## config.mk

```make
export PLATFORM = sky130hd
export DESIGN_NAME = hazard_ctrl
export DESIGN_NICKNAME = d
export VERILOG_FILES = /design/src/rtl/hazard_pkg.sv /design/src/rtl/hz_opnd_sel.sv /design/src/rtl/hz_interlock.sv /design/src/rtl/hazard_ctrl.sv
export SDC_FILE = /design/constraint.sdc
export NUM_CORES = 1
export LEC_CHECK = 0
export BUFFER_PORTS_ARGS = -buffer_cell sky130_fd_sc_hd__buf_4
export CORE_AREA = 2 2 39 41
export DETAILED_ROUTE_END_ITERATION = 10
export DIE_AREA = 0 0 41 43
export PLACE_DENSITY = 0.77
export SKIP_LAST_GASP = 1
export SLEW_MARGIN = 20
export SYNTH_ARGS = -nofsm -noshare
export SYNTH_HDL_FRONTEND = slang
export SYNTH_SLANG_ARGS = --single-unit
```

## constraint.sdc

```tcl
create_clock -name vclk -period 1.19
set_clock_uncertainty 0.05 [all_clocks]
set_input_delay 0.119 -clock vclk [all_inputs]
set_output_delay 0.119 -clock vclk [all_outputs]
set_load 0.01 [all_outputs]
```

## src/rtl/hazard_pkg.sv

```systemverilog
package hazard_pkg;
  typedef enum logic [1:0] {
    SRC_REGFILE = 2'b00,
    SRC_MEMWB   = 2'b01,
    SRC_EXMEM   = 2'b10
  } opnd_src_e;
endpackage

```

## src/rtl/hz_opnd_sel.sv

```systemverilog
module hz_opnd_sel
  import hazard_pkg::*;
#(
  parameter int AW = 5
) (
  input  logic [AW-1:0] src,
  input  logic [AW-1:0] mem_rd,
  input  logic          mem_we,
  input  logic [AW-1:0] wb_rd,
  input  logic          wb_we,
  output opnd_src_e     sel
);
  function automatic logic producer_hit(input logic [AW-1:0] s,
                                        input logic [AW-1:0] d,
                                        input logic we);
    return we && (d != '0) && (d == s);
  endfunction

  logic hit_exmem;
  logic hit_memwb;
  assign hit_exmem = producer_hit(src, mem_rd, mem_we);
  assign hit_memwb = producer_hit(src, wb_rd, wb_we);

  always_comb begin
    if (hit_exmem)      sel = SRC_EXMEM;
    else if (hit_memwb) sel = SRC_MEMWB;
    else                sel = SRC_REGFILE;
  end

  always_comb begin
    if (src == '0)
      AST_ZERO_REG_NOT_BYPASSED: assert (sel == SRC_REGFILE);
    if (hit_exmem && hit_memwb)
      AST_YOUNGER_WINS: assert (sel == SRC_EXMEM);
    if (sel == SRC_MEMWB)
      AST_MEMWB_NEEDS_WRITER: assert (wb_we && wb_rd == src);
  end
endmodule

```

## src/rtl/hz_interlock.sv

```systemverilog
module hz_interlock #(
  parameter int AW     = 5,
  parameter bit FWD_EN = 1'b1
) (
  input  logic [AW-1:0] id_rs1,
  input  logic [AW-1:0] id_rs2,
  input  logic [AW-1:0] ex_rd,
  input  logic          ex_we,
  input  logic          ex_load,
  input  logic [AW-1:0] mem_rd,
  input  logic          mem_we,
  output logic          hold_front,
  output logic          idex_bubble
);
  function automatic logic reads_dest(input logic [AW-1:0] a,
                                      input logic [AW-1:0] b,
                                      input logic [AW-1:0] d,
                                      input logic we);
    return we && (d != '0) && ((d == a) || (d == b));
  endfunction

  logic ex_conflict;
  logic mem_conflict;
  assign ex_conflict  = reads_dest(id_rs1, id_rs2, ex_rd, ex_we);
  assign mem_conflict = reads_dest(id_rs1, id_rs2, mem_rd, mem_we);

  logic need_wait;
  generate
    if (FWD_EN) begin : g_bypass
      logic unused_mem;
      assign unused_mem = mem_conflict;
      assign need_wait  = ex_conflict && ex_load;
    end else begin : g_stall_only
      logic unused_load;
      assign unused_load = ex_load;
      assign need_wait   = ex_conflict || mem_conflict;
    end
  endgenerate

  assign hold_front  = need_wait;
  assign idex_bubble = need_wait;

  always_comb begin
    AST_BUBBLE_MATCHES_HOLD: assert (idex_bubble == hold_front);
    if (FWD_EN && !ex_load)
      AST_ALU_PRODUCER_NO_WAIT: assert (!hold_front);
    if (!ex_we && !mem_we)
      AST_NO_WRITER_NO_WAIT: assert (!hold_front);
  end
endmodule

```

## src/rtl/hazard_ctrl.sv

```systemverilog
module hazard_ctrl
  import hazard_pkg::*;
#(
  parameter int AW        = 5,
  parameter bit FORWARD_EN = 1'b1
) (
  input  logic [AW-1:0] id_rs1,
  input  logic [AW-1:0] id_rs2,
  input  logic [AW-1:0] ex_rs1,
  input  logic [AW-1:0] ex_rs2,
  input  logic [AW-1:0] ex_rd,
  input  logic          ex_we,
  input  logic          ex_load,
  input  logic [AW-1:0] mem_rd,
  input  logic          mem_we,
  input  logic [AW-1:0] wb_rd,
  input  logic          wb_we,
  output logic [1:0]    opa_sel,
  output logic [1:0]    opb_sel,
  output logic          hold_front,
  output logic          idex_bubble
);
  localparam int NUM_OPND = 2;

  logic [AW-1:0] ex_src [NUM_OPND];
  opnd_src_e     src_sel [NUM_OPND];
  assign ex_src[0] = ex_rs1;
  assign ex_src[1] = ex_rs2;

  generate
    if (FORWARD_EN) begin : g_fwd
      for (genvar i = 0; i < NUM_OPND; i++) begin : g_opnd
        hz_opnd_sel #(.AW(AW)) u_sel (
          .src    (ex_src[i]),
          .mem_rd (mem_rd),
          .mem_we (mem_we),
          .wb_rd  (wb_rd),
          .wb_we  (wb_we),
          .sel    (src_sel[i])
        );
      end
    end else begin : g_nofwd
      logic unused_srcs;
      assign unused_srcs = ^{ex_src[0], ex_src[1], wb_rd, wb_we};
      for (genvar i = 0; i < NUM_OPND; i++) begin : g_opnd
        assign src_sel[i] = SRC_REGFILE;
      end
    end
  endgenerate

  assign opa_sel = src_sel[0];
  assign opb_sel = src_sel[1];

  hz_interlock #(.AW(AW), .FWD_EN(FORWARD_EN)) u_lock (
    .id_rs1      (id_rs1),
    .id_rs2      (id_rs2),
    .ex_rd       (ex_rd),
    .ex_we       (ex_we),
    .ex_load     (ex_load),
    .mem_rd      (mem_rd),
    .mem_we      (mem_we),
    .hold_front  (hold_front),
    .idex_bubble (idex_bubble)
  );

  always_comb begin
    if (!FORWARD_EN)
      AST_STALL_ONLY_NO_BYPASS: assert (opa_sel == 2'b00 && opb_sel == 2'b00);
    AST_SEL_CODE_LEGAL: assert (opa_sel != 2'b11 && opb_sel != 2'b11);
    if (mem_we && mem_rd != '0 && mem_rd == ex_rs1 && FORWARD_EN)
      AST_EXMEM_TO_OPA: assert (opa_sel == 2'b10);
  end
endmodule

```

## After elaboration in Yosys (flattened, before gate mapping)

Cells that the tools add are included.
W data, S select, Z words.

- Bits in registers: 0
- Output and inout bits: 6
- Logic and storage cells: 23

- Equal/unequal tests: 6
- Multiplexer cells: 4
- Reduce and logical (&&, ||, !) cells: 13

Operator list:

| cell | number |
|---|---|
| $eq A5 B5 Y1 | 6 |
| $reduce_bool A5 Y1 | 3 |
| $logic_and A1 B1 Y1 | 9 |
| $mux W2 | 2 |
| $mux W1 | 2 |
| $logic_or A1 B1 Y1 | 1 |

## Depth between registers and ports, before layout

Gate-level depths: netlist (run 1).

- Depth after elaboration: 5
- Mapped depth: 5

## Hierarchy

Synthesis (run 1) repeated with hierarchy kept, for this count alone.

- Cells, all modules: 60
- Area, all modules: 457.9 um^2

Modules (own cells, without submodules):

| module | instances | cells each | area each (um^2) | seq. area each (um^2) |
|---|---|---|---|---|
| hz_opnd_sel | 2 | 21 | 158.9 | 0.0 |
| hz_interlock | 1 | 18 | 140.1 | 0.0 |

## Worst setup path after synthesis (run 1)

OpenSTA, ideal clock, no wires.

- Path type: input -> output
- Start point: input port mem_rd[0]
- End point: output port opa_sel[0]
- Arrival: 1.224 ns
- Data required time: 1.021 ns
- Path slack: -0.203 ns
- Stages on the path: 4
- Path buffers: 0
- Cells stage by stage: or4_1 o21ai_2 nor4_1 nor4_2

- Longest elaborated chain between the ends: 4
- Elaborated cells between the ends (all ways): 5
- Classes of those cells: eq/ne: 1; mux: 1; reduce/logical: 3

RTL lines:

| element | RTL line | text |
|---|---|---|
| from (decl) | hazard_ctrl.sv:14 | `input logic [AW-1:0] mem_rd,` |
| $reduce_bool A5 Y1 | - |  |
| $logic_and A1 B1 Y1 | - |  |
| $logic_and A1 B1 Y1 (*) | hz_opnd_sel.sv:16 | `return we && (d != '0) && (d == s);` |
| named net g_fwd.g_opnd[0].u_sel.hit_exmem | hz_opnd_sel.sv:19 | `logic hit_exmem;` |
| $mux W2 (*) | hz_opnd_sel.sv:25 | `if (hit_exmem) sel = SRC_EXMEM;` |
| to (decl) | hazard_ctrl.sv:18 | `output logic [1:0] opa_sel,` |

The timed path passes the listed nets; every way through them passes the cells marked *.

## Worst setup path in the final report (run 1)

- Start point: input port wb_rd[4]
- End point: output port opa_sel[0]

- Longest elaborated chain between the ends: 5
- Elaborated cells between the ends (all ways): 6
- Classes of those cells: eq/ne: 1; mux: 2; reduce/logical: 3

RTL lines:

| element | RTL line | text |
|---|---|---|
| from (decl) | hazard_ctrl.sv:16 | `input logic [AW-1:0] wb_rd,` |
| $reduce_bool A5 Y1 | hz_opnd_sel.sv:16 |  |
| $logic_and A1 B1 Y1 | hz_opnd_sel.sv:16 |  |
| $logic_and A1 B1 Y1 (*) | hz_opnd_sel.sv:16 |  |
| $mux W1 (*) | hz_opnd_sel.sv:26 | `else if (hit_memwb) sel = SRC_MEMWB;` |
| $mux W2 (*) | hz_opnd_sel.sv:25 |  |

Mark *: on every way between the ends. The rest lies on a longest branch, timed or not.

==> summary.txt, run 1 <==
Logic synthesis
  – Count leader, synth: xor2_1
  – Sequential area share after synthesis: 0%
  – Synth top area share: 42.0%
  – Synthesized cell area: 417 µm²
  – Area leader, netlist: xor2_1
  – Mapped Avg Cell Area: 8.01 µm²
  – Top cells by count, synth: xor2_1, xnor2_1, or4_1
  – Cells after Synth: 52
  – Net Count, Synth: 91
  – YS warnings: 0
  – Leading post-synthesis cells by cell area: xor2_1, xnor2_1, or4_1
  – Synth cell types: 12

Power and ir drop
  – Pwr per Cell Area: 338 nW/µm²
  – Peak VDD IR: 0.157 mV
  – LEAKAGE: 0.436 nW

Timing
  – Slew @ Worst Pin: 0.397 ns
  – Relative slew margins: 73.3%
  – Period utilization: 129%
  – Final hold vios: 0
  – Setup TNS: -1.31 ns
  – RSZ-0062 raised after global routing: yes
  – Final setup viols: 6
  – Final worst-path setup slack: -0.351 ns
  – Min Tclk post-route: 1.54 ns
  – Final Slew Violations: 0
  – Achievable Freq: 649 MHz

Floorplan
  – Total die area: 1760 µm²
  – Starting Density: 30.1%
  – Die W: 41 µm
  – FP Rows: 14
  – Core area: 1380 µm²
  – # IOs: 45
  – Die height: 43 µm

GRT
  – Initial antenna violation count: 0
  – Largest net degree at the start of global routing: 4
  – Global Route Usage Sum: 20.4%
  – Overflow after GRT: 0
  – First-pass GRT wire length: 2580 µm
  – Vias in the first global route: 660

Finish
  – Post-Layout Inst Area: 956 µm²
  – Antenna diodes: 0
  – Share of post-route cells with drive strength above 1: 64.5%
  – Seq_cells: 0
  – Area Growth Syn to Fin: 129%
  – Final-stage net count: 151
  – Clock buffer cells: 0
  – Sequential Area: 0 µm²

Placed design
  – I/O Buffers: 45
  – GPL Wtd Cong: 0.691
  – HPWL after DPL: 1380 µm
  – Dpl cell area: 893 µm²

Worst setup path
  – Worst Setup Start Kind: input pin
  – CP max stage cell: or4_4
  – CP Capture Type: output pin
  – Most used cell, CP: buf_4
  – Peak fanout along the critical path: 3
  – CP Launch Point: wb_rd[4]
  – Required @ worst endpoint: 1.02 ns
  – Crit Path Category: input pin to output pin
  – CP max stage delay: 0.54 ns
  – Critical-path cell list: buf_4 -> xor2_1 -> or4_4 -> nor4_4 -> buf_4
  – Arrival time at the worst endpoint: 1.37 ns

Hold path
  – Hold crit path type: input pin to output pin
  – Hold path start: ex_we

Status
  – Failing checks: setup timing
  – Status: finished with violations

Flow run
  – Maxcap violations: 0

Drt
  – Wire length per cell: 13.3 µm
  – Final antenna-violating net count: 0
  – Via count: 616
  – First-pass iteration count of the detailed router: 1
  – DRT Wirelength: 1670 µm
  – Drt initial violations: 0
  – Via density per instance: 4.89
  – DRC viols: 0

Clock network
  – Hold_buf cts: 0
## layout make-up
| type | count | area, µm² |
|---|---|---|
| fill | 123 | 428 |
| timing repair buffer | 61 | 477 |
| tap | 16 | 20.0 |
| multi-input combinational | 49 | 459 |
## worst paths after layout
path / depth (start not counted) / to / slack [ns]
min: 4 / idex_bubble / 0.58
max: 5 / opa_sel[0] / -0.35
## logic make-up (layout without fill, tap and decap cells)
family	after synthesis	count (layout)	share of synthesized area [%]
AOI/OAI and AO/OA	4	4	6.31
buffers and inverters	3	61	5.41
and+or+nand+nor	15	15	25.2
xor gates and xnor gates	30	30	63.1
## layer usage
metal / GRT usage, % / wire [µm]
met5: 0 / 0
met4: 0 / 0
met3: 1.05 / 174
met2: 42.5 / 928
met1: 20.9 / 571
## per-stage QoR
stage | worst slack, ns | hold slack (ns) | std cells | utilization, % | total power [mW]
floorplan | -0.0980 | 0.321 | 52 | - | 0.110
finish | -0.351 | 0.578 | 126 | 69.1 | 0.323
CTS | -0.355 | 0.580 | 126 | 68.8 | 0.320
global route | -0.396 | 0.591 | 126 | 69.1 | 0.348
global placement | -0.331 | 0.580 | 125 | 64.6 | 0.291
detailed placement | -0.354 | 0.582 | 125 | 64.6 | 0.297
## critical path, delay by kind of cell
kind	cells	cell delay [ns]
XOR/XNOR	1	0.15
AND/OR/NAND/NOR	2	0.82
buffers and inverters	2	0.28
## timing repair
action | in CTS | in global routing
resized for setup | 10 | 1
setup buffers | 1 | 0
pin swaps | 2 | 2
endpoints found under the setup margin | 6 | 6
## where the power goes
| part | total [mW] | internal [mW] | switching (mW) |
|---|---|---|---|
| Combinational | 0.323 | 0.194 | 0.129 |
| Clock | 0 | 0 | 0 |
| Sequential | 0 | 0 | 0 |
| Total | 0.323 | 0.194 | 0.129 |
## cell usage in the layout (no fill, tap or decap)
cell type | netlist | routed
buf_6 | 0 | 3
or4_1 | 5 | 1
nor4_2 | 2 | 1
nor4_4 | 0 | 3
nor3_1 | 2 | 2
o21ai_4 | 0 | 1
xor2_1 | 20 | 20
or4_4 | 0 | 4
o21ai_1 | 1 | 1
nand3_1 | 4 | 4
a21oi_2 | 0 | 1
xnor2_1 | 10 | 10
buf_4 | 3 | 57
o211ai_1 | 1 | 1
buf_8 | 0 | 1
Note: power is estimated with default switching activity, not from simulation.
==> run 2: changes to the inputs <==
--- a/config.mk
+++ b/config.mk
@@ -9,7 +9,9 @@
 export CORE_AREA = 2 2 39 41
 export DETAILED_ROUTE_END_ITERATION = 10
 export DIE_AREA = 0 0 41 43
-export PLACE_DENSITY = 0.77
+export GPL_TIMING_DRIVEN = 0
+export PLACE_DENSITY = 0.74
+export REMOVE_ABC_BUFFERS = 1
 export SKIP_LAST_GASP = 1
 export SLEW_MARGIN = 20
 export SYNTH_ARGS = -nofsm -noshare
==> constraint.sdc (replaced) <==
create_clock -name vclk -period 1.6
set_clock_uncertainty 0.05 [all_clocks]
set_input_delay 0.16 -clock vclk [all_inputs]
set_output_delay 0.16 -clock vclk [all_outputs]
set_load 0.01 [all_outputs]
==> run 2 against run 1 <==
  * The run still ends with setup timing left
  * Flip-flop and latch count unchanged
  * First-iteration DRC count grew 6
  * Combinational power shrank 37%
  * Non-clock buffer count down 13
  * Utilization is 9.4 points lower
  * Sequential share of layout area is the same
  * Worst hold slack better by 0.092 ns
  * Critical path depth increased by 2
  * Final cell count decreased by 10%
  * Largest cell class is now multi-input gates
  * Highest routed layer unchanged
==> summary.txt, run 2 (synthesized netlist as in run 1, its figures left out) <==
Worst setup path
  – CP Capture Type: output pin
  – CP max stage cell: or4_4
  – Crit Path Category: input pin to output pin
  – CP Launch Point: mem_rd[3]
  – Critical path buffer and inverter count: 3
  – Critical-path cell list: buf_8 -> or4_4 -> o21ai_4 -> buf_6 -> nor4_4 -> nor4_2 -> buf_4
  – CP max stage delay: 0.54 ns
  – Arrival time at the worst endpoint: 1.44 ns
  – Worst Setup Start Kind: input pin
  – Critical path's top delay family: simple AND/OR/NAND/NOR gates
  – Required @ worst endpoint: 1.39 ns
  – Peak fanout along the critical path: 2

Timing
  – Hold_ws: 0.671 ns
  – Final worst-path setup slack: -0.0466 ns
  – Setup TNS: -0.0650 ns
  – Period utilization: 103%
  – Final Slew Violations: 0
  – Relative slew margins: 80.4%
  – Achievable Freq: 607 MHz
  – Final hold vios: 0
  – Min Tclk post-route: 1.65 ns
  – Slew @ Worst Pin: 0.291 ns
  – Final setup viols: 2
  – RSZ-0062 raised after global routing: yes

Power and ir drop
  – LEAKAGE: 0.368 nW
  – NetSw: 0.0833 mW
  – Pwr per Cell Area: 248 nW/µm²
  – Clk network pwr share: 0%
  – Comb pwr share: 100.0%
  – Reg power frac: 0%
  – Internal power: 0.121 mW
  – Peak VDD IR: 0.0961 mV
  – Switching part of the total: 40.7%

Drt
  – DRC viols: 0
  – Wire length per cell: 13.2 µm
  – Final antenna-violating net count: 0
  – Via count: 564
  – Via density per instance: 4.99
  – Drt initial violations: 6
  – First-pass iteration count of the detailed router: 3
  – DRT Wirelength: 1500 µm

Floorplan
  – Starting Density: 30.1%
  – Die W: 41 µm
  – Core area: 1380 µm²
  – Total die area: 1760 µm²
  – Die height: 43 µm
  – # IOs: 45
  – FP Rows: 14

Finish
  – Area Growth Syn to Fin: 98.2%
  – Sequential Area: 0 µm²
  – Clock buffer cells: 0
  – Final core area utilization: 59.7%
  – Most common cell after layout, fill and taps aside: buf_4
  – Layout fillers: 134
  – Seq_cells: 0
  – Share of post-route cells with drive strength above 1: 55.7%
  – Final-stage net count: 138
  – Most frequent cells in the layout: buf_4, xor2_1, xnor2_1, nand3_1, or4_1
  – Post-Layout Inst Area: 826 µm²
  – Antenna diodes: 0

GRT
  – Overflow after GRT: 0
  – Global Route Usage Sum: 16.6%
  – Largest net degree at the start of global routing: 4
  – Vias in the first global route: 554
  – First-pass GRT wire length: 2110 µm
  – Initial antenna violation count: 0

Hold path
  – Hold path start: ex_we
  – Hold crit path type: input pin to output pin

Status
  – Status: finished with violations
  – Failing checks: setup timing

Flow run
  – Maxcap violations: 0

Clock network
  – Hold_buf cts: 0

Placed design
  – Dpl cell area: 752 µm²
  – I/O Buffers: 45
  – HPWL after DPL: 1220 µm
  – GPL Wtd Cong: 0.700
[run 2: cell count changes in the layout (fill, tap and decap cells not counted)]
cell	before	now
buf_4	57	44
or4_1	1	4
or4_4	4	1
nor4_2	1	3
nor4_4	3	1
a21oi_1	0	1
a21oi_2	1	0
[run 2: worst min-delay path, stage by stage]
cell      delay [ns]
buf_4           0.11
o211ai_1        0.08
a21oi_1         0.07
buf_4           0.14
[run 2: cell type report]
class	count	area, µm²	share of cell area, %
Tap cell	16	20.0	2.42
Multi-Input combinational cell	49	427	51.7
Timing Repair Buffer	48	379	45.9
[run 2: per-stage QoR]
step | total power [mW] | instances | worst slack, ns
6_report | 0.205 | 113 | -0.0466
3_5_place_dp | 0.182 | 110 | -0.146
4_1_cts | 0.203 | 113 | -0.0438
3_3_place_gp | 0.178 | 110 | -0.101
5_1_grt | 0.219 | 113 | -0.0873
2_1_floorplan | 0.0692 | 49 | 0.0862
[run 2: power groups by stage]
stage | combinational (mW) | clock [mW] | sequential [mW]
floorplan | 0.0692 | 0 | 0
global placement | 0.178 | 0 | 0
detailed placement | 0.182 | 0 | 0
CTS | 0.203 | 0 | 0
global route | 0.219 | 0 | 0
finish | 0.205 | 0 | 0
[run 2: worst paths after layout]
path                      end  slack (ns)  cells past startpoint
setup / recovery   opb_sel[0]       -0.05                      7
hold / removal    idex_bubble        0.67                      4
[run 2: repair_timing]
action / 4_1_cts / 5_1_grt
resized for setup: 10 / 0
endpoints found under the setup margin: 2 / 2
setup buffers: 3 / 0
pin swaps: 5 / 1
endpoints found under the hold margin: 0 / 0
[run 2: routing by layer]
layer	track usage (%)	part of all wire [%]
met2	36.6	53
met3	2.62	14
met1	13.9	33
met4	0	0
met5	0	0
